--- src/rtl/ext_irq_pkg.sv ---
package ext_irq_pkg;
  typedef enum logic [1:0] {
    SENSE_LOW  = 2'b00,
    SENSE_ANY  = 2'b01,
    SENSE_FALL = 2'b10,
    SENSE_RISE = 2'b11
  } sense_e;

  localparam logic [1:0] ADDR_CTRL = 2'd0;
  localparam logic [1:0] ADDR_MASK = 2'd1;
  localparam logic [1:0] ADDR_FLAG = 2'd2;
endpackage

--- src/rtl/ext_irq_sync.sv ---
module ext_irq_sync (
  input  logic clk_i,
  input  logic rst_ni,
  input  logic d_i,
  output logic q_o
);
  logic s1_q, s2_q;

  always_ff @(posedge clk_i or negedge rst_ni) begin
    if (!rst_ni) begin
      s1_q <= 1'b1;
      s2_q <= 1'b1;
    end else begin
      s1_q <= d_i;
      s2_q <= s1_q;
    end
  end

  assign q_o = s2_q;
endmodule

--- src/rtl/ext_irq_chan.sv ---
module ext_irq_chan
  import ext_irq_pkg::*;
(
  input  logic       clk_i,
  input  logic       rst_ni,
  input  logic       pin_i,
  input  logic [1:0] sense_i,
  input  logic       mode_wr_i,
  input  logic       clr_i,
  output logic       edge_o,
  output logic       pend_o,
  output logic       low_async_o
);
  sense_e sense;
  logic   sync;
  logic   prev_q;
  logic   flag_q;
  logic   rise, fall, hit;

  assign sense = sense_e'(sense_i);

  ext_irq_sync u_sync (
    .clk_i (clk_i),
    .rst_ni(rst_ni),
    .d_i   (pin_i),
    .q_o   (sync)
  );

  // prev reloads every cycle, including the mode-write cycle
  always_ff @(posedge clk_i or negedge rst_ni) begin
    if (!rst_ni) prev_q <= 1'b1;
    else         prev_q <= sync;
  end

  assign rise = sync & ~prev_q;
  assign fall = ~sync & prev_q;

  always_comb begin
    unique case (sense)
      SENSE_ANY:  hit = rise | fall;
      SENSE_FALL: hit = fall;
      SENSE_RISE: hit = rise;
      default:    hit = 1'b0;
    endcase
  end

  assign edge_o = hit & ~mode_wr_i;

  always_ff @(posedge clk_i or negedge rst_ni) begin
    if (!rst_ni)                flag_q <= 1'b0;
    else if (sense == SENSE_LOW) flag_q <= 1'b0;
    else if (edge_o)            flag_q <= 1'b1;
    else if (clr_i)             flag_q <= 1'b0;
  end

  assign pend_o      = (sense == SENSE_LOW) ? ~sync : flag_q;
  assign low_async_o = (sense == SENSE_LOW) & ~pin_i;
endmodule

--- src/rtl/ext_irq_regs.sv ---
module ext_irq_regs
  import ext_irq_pkg::*;
#(
  parameter int N  = 2,
  parameter int DW = 8
) (
  input  logic          clk_i,
  input  logic          rst_ni,
  input  logic          we_i,
  input  logic [1:0]    addr_i,
  input  logic [DW-1:0] wdata_i,
  input  logic [N-1:0]  pend_i,
  output logic [DW-1:0] rdata_o,
  output logic [2*N-1:0] sense_o,
  output logic [N-1:0]  mask_o,
  output logic          mode_wr_o,
  output logic [N-1:0]  w1c_o
);
  localparam logic [DW-1:0] CTRL_BITS = DW'((1 << (2 * N)) - 1);
  localparam logic [DW-1:0] MASK_BITS = DW'((1 << N) - 1);

  logic [DW-1:0] ctrl_q, mask_q;
  logic wr_ctrl, wr_mask, wr_flag;

  assign wr_ctrl = we_i && (addr_i == ADDR_CTRL);
  assign wr_mask = we_i && (addr_i == ADDR_MASK);
  assign wr_flag = we_i && (addr_i == ADDR_FLAG);

  always_ff @(posedge clk_i or negedge rst_ni) begin
    if (!rst_ni) begin
      ctrl_q <= '0;
      mask_q <= '0;
    end else begin
      if (wr_ctrl) ctrl_q <= wdata_i & CTRL_BITS;
      if (wr_mask) mask_q <= wdata_i & MASK_BITS;
    end
  end

  assign sense_o   = ctrl_q[2*N-1:0];
  assign mask_o    = mask_q[N-1:0];
  assign mode_wr_o = wr_ctrl;
  assign w1c_o     = wr_flag ? wdata_i[N-1:0] : '0;

  always_comb begin
    rdata_o = '0;
    unique case (addr_i)
      ADDR_CTRL: rdata_o = ctrl_q;
      ADDR_MASK: rdata_o = mask_q;
      ADDR_FLAG: rdata_o[N-1:0] = pend_i;
      default:   rdata_o = '0;
    endcase
  end
endmodule

--- src/rtl/ext_irq_sense.sv ---
module ext_irq_sense
  import ext_irq_pkg::*;
#(
  parameter int N  = 2,
  parameter int DW = 8
) (
  input  logic          clk_i,
  input  logic          rst_ni,
  input  logic [N-1:0]  pin_i,
  input  logic          gie_i,
  input  logic [N-1:0]  ack_i,
  input  logic          reg_we_i,
  input  logic [1:0]    reg_addr_i,
  input  logic [DW-1:0] reg_wdata_i,
  output logic [DW-1:0] reg_rdata_o,
  output logic [N-1:0]  irq_o,
  output logic          wake_o
);
  logic [2*N-1:0] sense;
  logic [N-1:0]   mask_q;
  logic           mode_wr;
  logic [N-1:0]   w1c;
  logic [N-1:0]   pend;
  logic [N-1:0]   edge_evt;
  logic [N-1:0]   low_async;
  logic [N-1:0]   lvl_sel;

  ext_irq_regs #(.N(N), .DW(DW)) u_regs (
    .clk_i    (clk_i),
    .rst_ni   (rst_ni),
    .we_i     (reg_we_i),
    .addr_i   (reg_addr_i),
    .wdata_i  (reg_wdata_i),
    .pend_i   (pend),
    .rdata_o  (reg_rdata_o),
    .sense_o  (sense),
    .mask_o   (mask_q),
    .mode_wr_o(mode_wr),
    .w1c_o    (w1c)
  );

  for (genvar i = 0; i < N; i++) begin : g_chan
    ext_irq_chan u_chan (
      .clk_i      (clk_i),
      .rst_ni     (rst_ni),
      .pin_i      (pin_i[i]),
      .sense_i    (sense[2*i+:2]),
      .mode_wr_i  (mode_wr),
      .clr_i      (ack_i[i] | w1c[i]),
      .edge_o     (edge_evt[i]),
      .pend_o     (pend[i]),
      .low_async_o(low_async[i])
    );
    assign lvl_sel[i] = (sense[2*i+:2] == SENSE_LOW);
  end

  assign irq_o  = pend & mask_q & {N{gie_i}};
  assign wake_o = |(low_async & mask_q);
endmodule

--- config.mk ---
export PLATFORM = sky130hd
export DESIGN_NAME = ext_irq_sense
export DESIGN_NICKNAME = d
export VERILOG_FILES = /design/src/rtl/ext_irq_pkg.sv /design/src/rtl/ext_irq_sync.sv /design/src/rtl/ext_irq_chan.sv /design/src/rtl/ext_irq_regs.sv /design/src/rtl/ext_irq_sense.sv
export SDC_FILE = /design/constraint.sdc
export NUM_CORES = 1
export LEC_CHECK = 0
export BUFFER_PORTS_ARGS = -buffer_cell sky130_fd_sc_hd__buf_2
export CAP_MARGIN = 5
export CORE_ASPECT_RATIO = 1.5
export CORE_MARGIN = 2
export CORE_UTILIZATION = 40
export DETAILED_ROUTE_END_ITERATION = 7
export HOLD_SLACK_MARGIN = 0.12
export PLACE_DENSITY = 0.66
export SLEW_MARGIN = 20
export SYNTH_ARGS = -nofsm -noshare
export SYNTH_HDL_FRONTEND = slang
export SYNTH_HIERARCHICAL = 1
export SYNTH_SLANG_ARGS = --single-unit
--- constraint.sdc ---
create_clock -name clk_i -period 1.5 [get_ports clk_i]
set_input_delay 0 -clock clk_i [delete_from_list [all_inputs] [get_ports clk_i]]
set_output_delay 0 -clock clk_i [all_outputs]
set_load 0.02 [all_outputs]
# Word level (Yosys, flattened, before mapping)
# Index checks and enable logic that the tools add are counted.
[op_classes] reduce_logical=9 n_bitwise=22 n_mux=13 n_eq_ne=8
[op_table] op="$eq 2x2->1 const B" n=5
[op_table] op="$and 1x1->1" n=8
[op_table] op="$mux 1" n=8
[op_table] op="$not 1->1" n=7
[op_table] op="$and 2x2->2" n=3
[op_table] op="$eq 2x1->1 const B" n=3
[op_table] op="$logic_not 2->1" n=3
[op_table] op="$pmux 1 s3" n=2
[op_table] op="$pmux 2 s3" n=1
[op_table] op="$reduce_bool 3->1" n=2
[op_table] op="$mux 2" n=2
[op_table] op="$or 1x1->1" n=4
[op_table] op="$logic_and 1x1->1" n=3
[op_table] op="$reduce_or 2->1" n=1
[word_totals] in_bits=18 regBits=14

# Logic depth before layout (Yosys ltp)
# Gate-level depths: netlist of run 1.
[logic_depth] word_depth=7 depth_mapped=6

# Cells and area by module
# The synthesis of run 1 kept the hierarchy.
[by_module_without_submodules] mod="ext_irq_regs" area_each_um2=375.4 seq_area_each_um2=150.1 instances=1 cells_each=30
[by_module_without_submodules] mod="ext_irq_chan" area_each_um2=168.9 seq_area_each_um2=51.3 instances=2 cells_each=19
[by_module_without_submodules] mod="ext_irq_sync" area_each_um2=52.6 seq_area_each_um2=52.6 instances=2 cells_each=2
[by_module_without_submodules] mod="ext_irq_sense" area_each_um2=33.8 seq_area_each_um2=0.0 instances=1 cells_each=5

# Worst setup path before layout of run 1
# No wires, ideal clock.
[synth_path] path_kind="register to register" startpoint="reg g_chan[0].u_chan.u_sync.s2_q" endpoint="reg g_chan[0].u_chan.flag_q" arrival_time_ns=1.198 synth_period_minus_slack_ns=1.321 slack_ns=0.179 stages_incl_launch_ff=5 path_buffers=0 required_time_ns=1.377 path_cell_list="dfstp_2 inv_1 ha_1 mux2_4 o221a_1"
[synth_via] elab_chain_len=7 elab_cells_between_ends=9 classes_between="3 x mux; 5 x bitwise; 1 x reduce/logical"
[synth_lines] element="start: declaration" line="ext_irq_sync.sv:7" source="logic s1_q, s2_q;"
[synth_lines] element="start signal: assignment" line="ext_irq_sync.sv:15" source="s2_q <= s1_q;"
[synth_lines] element="$not 1->1" line="ext_irq_chan.sv:36" source="assign fall = ~sync & prev_q;"
[synth_lines] element="$and 1x1->1" line="ext_irq_chan.sv:36"
[synth_lines] element="$or 1x1->1" line="ext_irq_chan.sv:40" source="SENSE_ANY: hit = rise | fall;"
[synth_lines] element="$pmux 1 s3 *" line="ext_irq_chan.sv:39" source="unique case (sense)"
[synth_lines] element="$and 1x1->1 *" line="ext_irq_chan.sv:47" source="assign edge_o = hit & ~mode_wr_i;"
[synth_lines] element="$mux 1" line="ext_irq_chan.sv:52" source="else if (edge_o) flag_q <= 1'b1;"
[synth_lines] element="$mux 1" line="ext_irq_chan.sv:51" source="else if (sense == SENSE_LOW) flag_q <= 1'b0;"
[synth_lines] element="end signal: assignment" line="ext_irq_chan.sv:51"
[synth_lines] element="end signal: assignment" line="ext_irq_chan.sv:52"
[synth_lines] element="end signal: assignment" line="ext_irq_chan.sv:53" source="else if (clr_i) flag_q <= 1'b0;"
[synth_lines] element="end: declaration" line="ext_irq_chan.sv:17" source="logic flag_q;"
# Every way passes the cells marked *; elsewhere a longest branch is shown, timed or not.
# A chain may end at the register's enable or synchronous reset.

# Worst setup path after layout of run 1
[layout_path] startpoint="reg u_regs.ctrl_q[1]" endpoint="out reg_rdata_o[0]"
[layout_via] elab_chain_len=3
[layout_lines] element="start: declaration" line="ext_irq_regs.sv:22" source="logic [DW-1:0] ctrl_q, mask_q;"
[layout_lines] element="start signal: assignment" line="ext_irq_regs.sv:34" source="if (wr_ctrl) ctrl_q <= wdata_i & CTRL_BITS;"
[layout_lines] element="$logic_not 2->1" line="ext_irq_chan.sv:56" source="assign pend_o = (sense == SENSE_LOW) ? ~sync : flag_q;"
[layout_lines] element="$mux 1" line="ext_irq_chan.sv:56"
[layout_lines] element="via pend[0]" line="ext_irq_sense.sv:23" source="logic [N-1:0] pend;"
[layout_lines] element="$pmux 2 s3" line="ext_irq_regs.sv:46" source="unique case (addr_i)"
[layout_lines] element="end: declaration" line="ext_irq_sense.sv:15" source="output logic [DW-1:0] reg_rdata_o,"
# The timed path passes the listed nets, and every way through them passes these cells.

==> flow_metrics.env, run 1 <==
export IMPL_outcome="finished clean"
export IMPL_maxSlewViolCount=0
export IMPL_startpoint_type="flop"
export IMPL_grt_max_degree=15
export IMPL_cp_top_family="flip-flops"
export IMPL_portBuffers=20
export IMPL_die_area_sq_um=2430
export IMPL_grt_pass1_vias=618
export IMPL_clock_sinks=14
export IMPL_netlist_instances=71
export IMPL_ios=29
export IMPL_fill_cells=192
export IMPL_die_x_microns=41.0
export IMPL_gr_total_overflow=0
export IMPL_dp_cells=110
export IMPL_n_antenna_cell=0
export IMPL_worst_hold_path_type="in -> async"
export IMPL_cp_slowest_cell="dfrtp_2"
export IMPL_synth_avg_cell_area_sq_um=11.5
export IMPL_core_sq_um=1980
export IMPL_pre_cts_ws_ps=140
export IMPL_wl_per_cell_microns=12.5
export IMPL_max_freq_ghz=0.707
export IMPL_area_growth_pct=28.1
export IMPL_clockRootBuffer="clkbuf_4"
export IMPL_leakage_nw=0.500
export IMPL_finalCritPeriodShare_pct=94.3
export IMPL_dp_hpwl_microns=1150
export IMPL_totalPowerFinal_w=0.00104
export IMPL_cts_tree="yes"
export IMPL_rsz0062_at_grt="yes"
export IMPL_ant_nets=0
export IMPL_dr_pass1_iters=2
export IMPL_vias=610
export IMPL_grt_pass1_wl_microns=2500
export IMPL_setup_slack_ps=86.2
export IMPL_nets=124
export IMPL_final_setup_viol_count=0
export IMPL_drive_gt1_share_pct=49.0
export IMPL_initial_core_util_pct=41.5
export IMPL_placed_cell_area_sq_um=910
export IMPL_drt_vias_per_instance=5.00
export IMPL_rows=20
export IMPL_cts_path_max_buffers=2
export IMPL_multi_input_area_sq_um=433
export IMPL_clk_latency_ps=260
export IMPL_powerDensity_nw_per_um2=991
export IMPL_totalWireLength_microns=1530
export IMPL_layout_cells_non_filler=122
export IMPL_seqCellArea_sq_um=362
export IMPL_path_cells="nor2_4, nor2_1, a21oi_1, mux2i_1, o2bb2ai_1, buf_4"
export IMPL_die_height_microns=59.4
export IMPL_cts_buffers=3
export IMPL_gp_congestion=0.740
export IMPL_cts_max_level=1
export IMPL_fin_crit_ps=1410
export IMPL_slowest_delay_ps=460
export IMPL_syn_cell_area_sq_um=820
export IMPL_path_clk_slew_ps=70
export IMPL_fin_area_sq_um=1050
export IMPL_yosysWarnings=6
export IMPL_max_cap_violations=0
export IMPL_hold_violations=0
export IMPL_critPathMaxFanout=6
export IMPL_cp_arrival_ps=1410
export IMPL_path_buf_inv=1
export IMPL_antenna_found_initial=0
export IMPL_vdd_ir_drop_worst_uv=606
export IMPL_crit_type="reg -> out"
export IMPL_critPathRequiredTime_ps=1500
export IMPL_finClkSkew_ps=0.310
export IMPL_first_iter_violations=5
export IMPL_drc_errors=0
export IMPL_endpoint_kind="output port"
export IMPL_grt_total_usage_pct=15.4
==> final timing paths <==
check	from	endpoint	slack, ps	cells past startpoint
setup / recovery	u_regs/ctrl_q[1]	reg_rdata_o[0]	90	6
hold / removal	rst_ni	u_regs/ctrl_q[3]	150	2
setup reg to reg	g_chan[1].u_chan/u_sync/q_o	g_chan[1].u_chan/flag_q	130	4
hold reg to reg	g_chan[0].u_chan/u_sync/s1_q	g_chan[0].u_chan/u_sync/q_o	360	0
max in group asynchronous	rst_ni	g_chan[0].u_chan/u_sync/s1_q	1060	2
min in group clk_i	reg_we_i	u_regs/mask_q[1]	160	3
==> sequential cells by signal (all words and copies together), names as in the netlist <==
register,count
g_chan.u_chan/flag_q,2
g_chan.u_chan/u_sync/s1_q,2
g_chan.u_chan/prev_q,2
u_regs/ctrl_q,4
g_chan.u_chan/u_sync/q_o,2
u_regs/mask_q,2
==> metrics by stage <==
stage                     hold slack [ps]  TNS, ps  util, %
final                                 148        0     53.1
after global routing                  164    -13.3     53.1
after CTS                             149        0     51.1
after detailed placement            -89.7        0     46.0
after global placement              -91.8        0     46.0
after floorplan                      -296        0        -
==> per-layer routing <==
| metal | global-route usage [%] | wire [microns] | vias up |
|---|---|---|---|
| met5 | 0 | 0 | - |
| met4 | 12.9 | 43 | 0 |
| met3 | 1.50 | 69 | 4 |
| met2 | 22.5 | 755 | 18 |
| met1 | 19.1 | 657 | 286 |
| li1 | - | - | 302 |
==> where the power goes <==
part	internal [W]	switching, W
registers	0.000442	0.0000617
logic	0.000179	0.000163
clock network	0.0000927	0.000102
total	0.000713	0.000327
==> worst reg2reg max path, stage by stage, from the launching register on <==
cell and delay (ps):
dfstp_2 570, inv_1 50, ha_1 180, mux2_4 270, o221a_1 200
==> cells in the final DEF, fill, tap and decap left out, types with 2 or more instances in the layout <==
cell type and instances:
a21boi_2 2, and3_1 2, and4b_1 2, buf_2 18, buf_4 4, clkbuf_4 3, conb_1 4, dfrtp_1 5
dfrtp_2 3, dfstp_2 6, dlygate4sd3_1 7, ha_1 4, inv_1 4, mux2_2 6, mux2_4 2, mux2i_1 2
nand2_1 4, nand2b_1 2, nor2_1 2, nor2_4 2, nor3b_1 2, o221a_1 2, o2bb2ai_1 2, or2_1 2
==> area by class of cell <==
| type | count | area share (%) |
|---|---|---|
| repair buffers | 29 | 18.1 |
| multi-input cells | 50 | 41.2 |
| well taps | 22 | 2.62 |
| clock buffers | 3 | 2.15 |
| flip-flops and latches | 14 | 34.4 |
| inverters | 4 | 1.43 |
==> what timing repair did <==
item                       in CTS  in global routing
hold endpoints to repair       22                  0
resized for setup               0                 11
hold buffers                    7                  0
pin swaps                       0                  2
setup endpoints to repair       1                  5
setup buffers                   1                  1
gates cloned                    0                  0
Power figures use the tool's default switching activity.
==> run 2, diff against run 1 <==
- CORE_UTILIZATION: 40 -> 30
- PLACE_DENSITY: 0.66 -> not set
==> flow_metrics.env, run 2 (same netlist as run 1, synthesis figures left out) <==
export IMPL_cts_tree="yes"
export IMPL_critPathMaxFanout=4
export IMPL_top_register="u_regs/ctrl_q"
export IMPL_hold_violations=0
export IMPL_core_sq_um=2650
export IMPL_powerDensity_nw_per_um2=1120
export IMPL_path_clk_slew_ps=60
export IMPL_ant_nets=0
export IMPL_rows=23
export IMPL_area_growth_pct=35.6
export IMPL_reg2reg_slack_ps=110
export IMPL_die_height_microns=68.0
export IMPL_fin_crit_ps=1490
export IMPL_fill_cells=274
export IMPL_vdd_ir_drop_worst_uv=453
export IMPL_cts_buffers=3
export IMPL_layout_commonest_cell="buf_2"
export IMPL_gr_usage_met1_pct=14.6
export IMPL_die_x_microns=46.7
export IMPL_wl_per_cell_microns=12.5
export IMPL_gr_usage_met2_pct=19.3
export IMPL_critPathRequiredTime_ps=1500
export IMPL_finClkSkew_ps=0.985
export IMPL_startpoint_type="flop"
export IMPL_portBuffers=20
export IMPL_maxSlewViolCount=0
export IMPL_die_area_sq_um=3170
export IMPL_max_freq_ghz=0.671
export IMPL_layout_cells_non_filler=140
export IMPL_leakage_nw=0.522
export IMPL_clockRootBuffer="clkbuf_8"
export IMPL_antenna_found_initial=0
export IMPL_finalCritPeriodShare_pct=99.4
export IMPL_gp_congestion=0.774
export IMPL_grt_total_usage_pct=12.3
export IMPL_cts_max_level=1
export IMPL_dp_hpwl_microns=1320
export IMPL_drc_errors=0
export IMPL_grt_pass1_wl_microns=2690
export IMPL_crit_type="reg -> out"
export IMPL_final_setup_viol_count=0
export IMPL_outcome="finished clean"
export IMPL_cts_path_max_buffers=2
export IMPL_ios=29
export IMPL_endpoint_kind="output port"
export IMPL_totalWireLength_microns=1760
export IMPL_clock_sinks=14
export IMPL_first_iter_violations=14
export IMPL_dr_pass1_iters=4
export IMPL_n_antenna_cell=0
export IMPL_worst_hold_path_type="in -> async"
export IMPL_grt_pass1_vias=612
export IMPL_cp_arrival_ps=1490
export IMPL_grt_most_used_layer="met2"
export IMPL_holdWs_ps=191
export IMPL_grt_use_met3_pct=1.58
export IMPL_drive_gt1_share_pct=51.5
export IMPL_initial_core_util_pct=31.0
export IMPL_layout_common_cells="buf_2, dlygate4sd3_1, dfstp_2, buf_4, mux2_2"
export IMPL_pre_cts_ws_ps=120
export IMPL_largest_reg_flops=4
export IMPL_dp_cells=125
export IMPL_nets=126
export IMPL_totalPowerFinal_w=0.00124
export IMPL_vias=649
export IMPL_gr_total_overflow=0
export IMPL_tns_ps=0
export IMPL_grt_max_degree=15
export IMPL_drt_vias_per_instance=4.64
export IMPL_setup_slack_ps=8.63
export IMPL_max_cap_violations=0
export IMPL_clk_latency_ps=250
==> run 2: cell count changes in the layout (fill, tap and decap cells not counted), sizes merged <==
cell    before  now
buf         22   24
clkbuf       3    4
==> run 2: power breakdown <==
part | switching, W | internal, W | leakage, nW
combinational | 0.000171 | 0.000190 | 0.339
sequential | 0.0000652 | 0.000444 | 0.154
clock | 0.000139 | 0.000233 | 0.0288
total | 0.000375 | 0.000866 | 0.522
==> run 2: metal layers <==
| metal | routed length [microns] | vias up |
|---|---|---|
| met3 | 76 | 6 |
| met2 | 890 | 20 |
| met1 | 721 | 317 |
| li1 | - | 306 |
| met5 | 0 | - |
| met4 | 68 | 0 |
==> run 2: repair_timing <==
item                                   4_1_cts  5_1_grt
setup endpoints to repair                    2        3
resized for setup                            3        8
setup buffers                                0        4
hold buffers                                 7        0
endpoints found under the hold margin       22        0
pin swaps                                    0        0
==> run 2: layout make-up <==
| class | count | area (sq um) | area share, % |
|---|---|---|---|
| sequential | 14 | 363 | 32.7 |
| clock buffer | 4 | 55.1 | 4.95 |
| tap | 37 | 46.3 | 4.17 |
| multi-input combinational | 50 | 427 | 38.4 |
| inverter | 4 | 15.0 | 1.35 |
| timing repair buffer | 31 | 205 | 18.5 |
==> run 2: stage by stage <==
stage,instance area [sq um],utilization (%)
detailed placement,928,35.1
global placement,928,35.1
CTS,1060,40.1
global route,1110,42.0
floorplan,831,-
finish,1110,42.0
==> run 2: path summary, 6_finish.rpt <==
path	from	end	cells past startpoint
worst max-delay path	u_regs/ctrl_q[3]	reg_rdata_o[1]	6
worst min-delay path	rst_ni	u_regs/ctrl_q[3]	2
worst max register to register	g_chan[0].u_chan/u_sync/q_o	g_chan[0].u_chan/flag_q	4
worst min register to register	g_chan[1].u_chan/u_sync/s1_q	g_chan[1].u_chan/u_sync/q_o	0
max in group asynchronous	rst_ni	g_chan[0].u_chan/u_sync/s1_q	2
min in group clk_i	reg_we_i	u_regs/mask_q[0]	3
==> run 2: critical path, stage by stage, from the launching register on <==
cell and delay (ps):
dfrtp_2 430, nor2_2 150, nor2_1 80, a21oi_2 150
mux2i_1 100, o2bb2ai_1 160, buf_4 160
==> run 3, diff against run 2 <==
- ABC_AREA: not set -> 1
==> flow_metrics.env, run 3 <==
export IMPL_layout_commonest_cell="nand2_1"
export IMPL_largest_reg_flops=4
export IMPL_cts_max_level=1
export IMPL_critPathMaxFanout=5
export IMPL_totalPowerFinal_w=0.00113
export IMPL_rr_startpoint="g_chan[1].u_chan/u_sync/q_o"
export IMPL_initial_core_util_pct=31.7
export IMPL_leakage_nw=0.636
export IMPL_vias=793
export IMPL_clk_latency_ps=240
export IMPL_die_x_microns=47.5
export IMPL_drive_gt1_share_pct=29.0
export IMPL_rows=23
export IMPL_top_register="u_regs/ctrl_q"
export IMPL_ios=29
export IMPL_maxSlewViolCount=0
export IMPL_drt_vias_per_instance=4.36
export IMPL_path_cells="nor2_2, inv_2, o21ai_2, nand3_1, nand3_1, buf_2"
export IMPL_grt_pass1_vias=723
export IMPL_cp_slowest_cell="dfrtp_1"
export IMPL_reg2reg_slack_ps=340
export IMPL_synth_avg_cell_area_sq_um=7.72
export IMPL_dp_hpwl_microns=1310
export IMPL_r2r_cells=6
export IMPL_utilization_pct=43.7
export IMPL_wl_per_cell_microns=9.50
export IMPL_final_setup_viol_count=0
export IMPL_clockRootBuffer="clkbuf_8"
export IMPL_tns_ps=0
export IMPL_cts_buffers=3
export IMPL_clock_sinks=14
export IMPL_crit_type="reg -> out"
export IMPL_grt_total_usage_pct=12.0
export IMPL_hold_end="u_regs/mask_q[0]"
export IMPL_fin_crit_ps=1400
export IMPL_endpoint_kind="output port"
export IMPL_drc_errors=0
export IMPL_die_height_microns=69.2
export IMPL_netlist_instances=110
export IMPL_grt_pass1_wl_microns=2880
export IMPL_path_clk_slew_ps=60
export IMPL_die_area_sq_um=3280
export IMPL_critPathRequiredTime_ps=1500
export IMPL_n_antenna_cell=0
export IMPL_startpoint_type="flop"
export IMPL_cts_path_max_buffers=2
export IMPL_grt_max_degree=15
export IMPL_portBuffers=20
export IMPL_dr_pass1_iters=4
export IMPL_r2r_end="g_chan[1].u_chan/flag_q"
export IMPL_vdd_ir_drop_worst_uv=580
export IMPL_cts_setup_buffers=0
export IMPL_layout_common_cells="nand2_1, buf_2, inv_1"
export IMPL_hp_start="reg_we_i"
export IMPL_yosysWarnings=6
export IMPL_worst_hold_path_type="in -> reg"
export IMPL_core_sq_um=2680
export IMPL_cp_top_family="flip-flops"
export IMPL_ant_nets=0
export IMPL_area_growth_pct=37.7
export IMPL_nets=168
export IMPL_slowest_delay_ps=430
export IMPL_powerDensity_nw_per_um2=967
export IMPL_finalCritPeriodShare_pct=93.3
export IMPL_path_common_cell="nand3_1"
export IMPL_cts_tree="yes"
export IMPL_max_freq_ghz=0.714
export IMPL_gr_total_overflow=0
export IMPL_hold_path_depth=3
export IMPL_outcome="finished clean"
export IMPL_rsz0062_at_grt="no"
export IMPL_path_buf_inv=2
export IMPL_totalWireLength_microns=1730
export IMPL_finClkSkew_ps=0.656
export IMPL_cp_arrival_ps=1400
export IMPL_max_cap_violations=0
export IMPL_hold_violations=0
export IMPL_gp_congestion=0.752
export IMPL_syn_cell_area_sq_um=850
export IMPL_antenna_found_initial=0
export IMPL_first_iter_violations=17
run 3: area by class of cell:
type	instances	area (sq um)
Fill cell	270	1510
Tap cell	37	46.3
Multi-Input combinational cell	75	402
Clock buffer	4	55.1
Sequential cell	14	358
Inverter	19	71.3
Timing Repair Buffer	33	238
run 3: worst max path at each step:
| stage | from | endpoint | slack, ps | depth (start not counted) |
|---|---|---|---|---|
| 5_1_grt | u_regs/ctrl_q[2] | reg_rdata_o[1] | 2 | 6 |
| 3_5_place_dp | g_chan[0].u_chan/u_sync/q_o | g_chan[0].u_chan/flag_q | 330 | 5 |
| 2_1_floorplan | g_chan[0].u_chan/u_sync/q_o | g_chan[0].u_chan/flag_q | 400 | 5 |
| 6_report | u_regs/ctrl_q[1] | reg_rdata_o[0] | 100 | 6 |
| 3_3_place_gp | g_chan[0].u_chan/u_sync/q_o | g_chan[0].u_chan/flag_q | 350 | 5 |
| 4_1_cts | reg_addr_i[0] | u_regs/ctrl_q[3] | 40 | 6 |
run 3: worst reg2reg max path: stages, from the launching register on:
cell and delay (ps):
dfstp_2 560, inv_1 50, ha_1 190, nand2_1 70
nand3_1 70, nand3_1 70, nand2_1 50
run 3: where the power goes:
| part | switching, W | leakage (nW) | total, W | internal [W] |
|---|---|---|---|---|
| combinational | 0.000170 | 0.444 | 0.000288 | 0.000118 |
| clock | 0.000128 | 0.0288 | 0.000361 | 0.000232 |
| sequential | 0.0000494 | 0.163 | 0.000483 | 0.000433 |
| total | 0.000348 | 0.636 | 0.00113 | 0.000783 |
run 3: timing repair:
item,4_1_cts,5_1_grt
hold buffers,14,0
hold endpoints to repair,24,0
endpoints found under the setup margin,0,5
resized for setup,0,2
run 3: through the flow:
stage	hold WS, ps	instances	setup WS, ps	instance area, sq um
after floorplan	-296	113	397	861
after global placement	-87.4	165	346	972
after detailed placement	-84.2	165	333	972
after CTS	120	183	41.7	1170
after global routing	167	182	2.09	1170
final	128	182	100	1170
run 3: routing by layer:
metal  track usage, %  wire, microns
met1             13.9            760
met2             19.1            854
met5                0              0
met4             8.33             46
met3             1.56             68
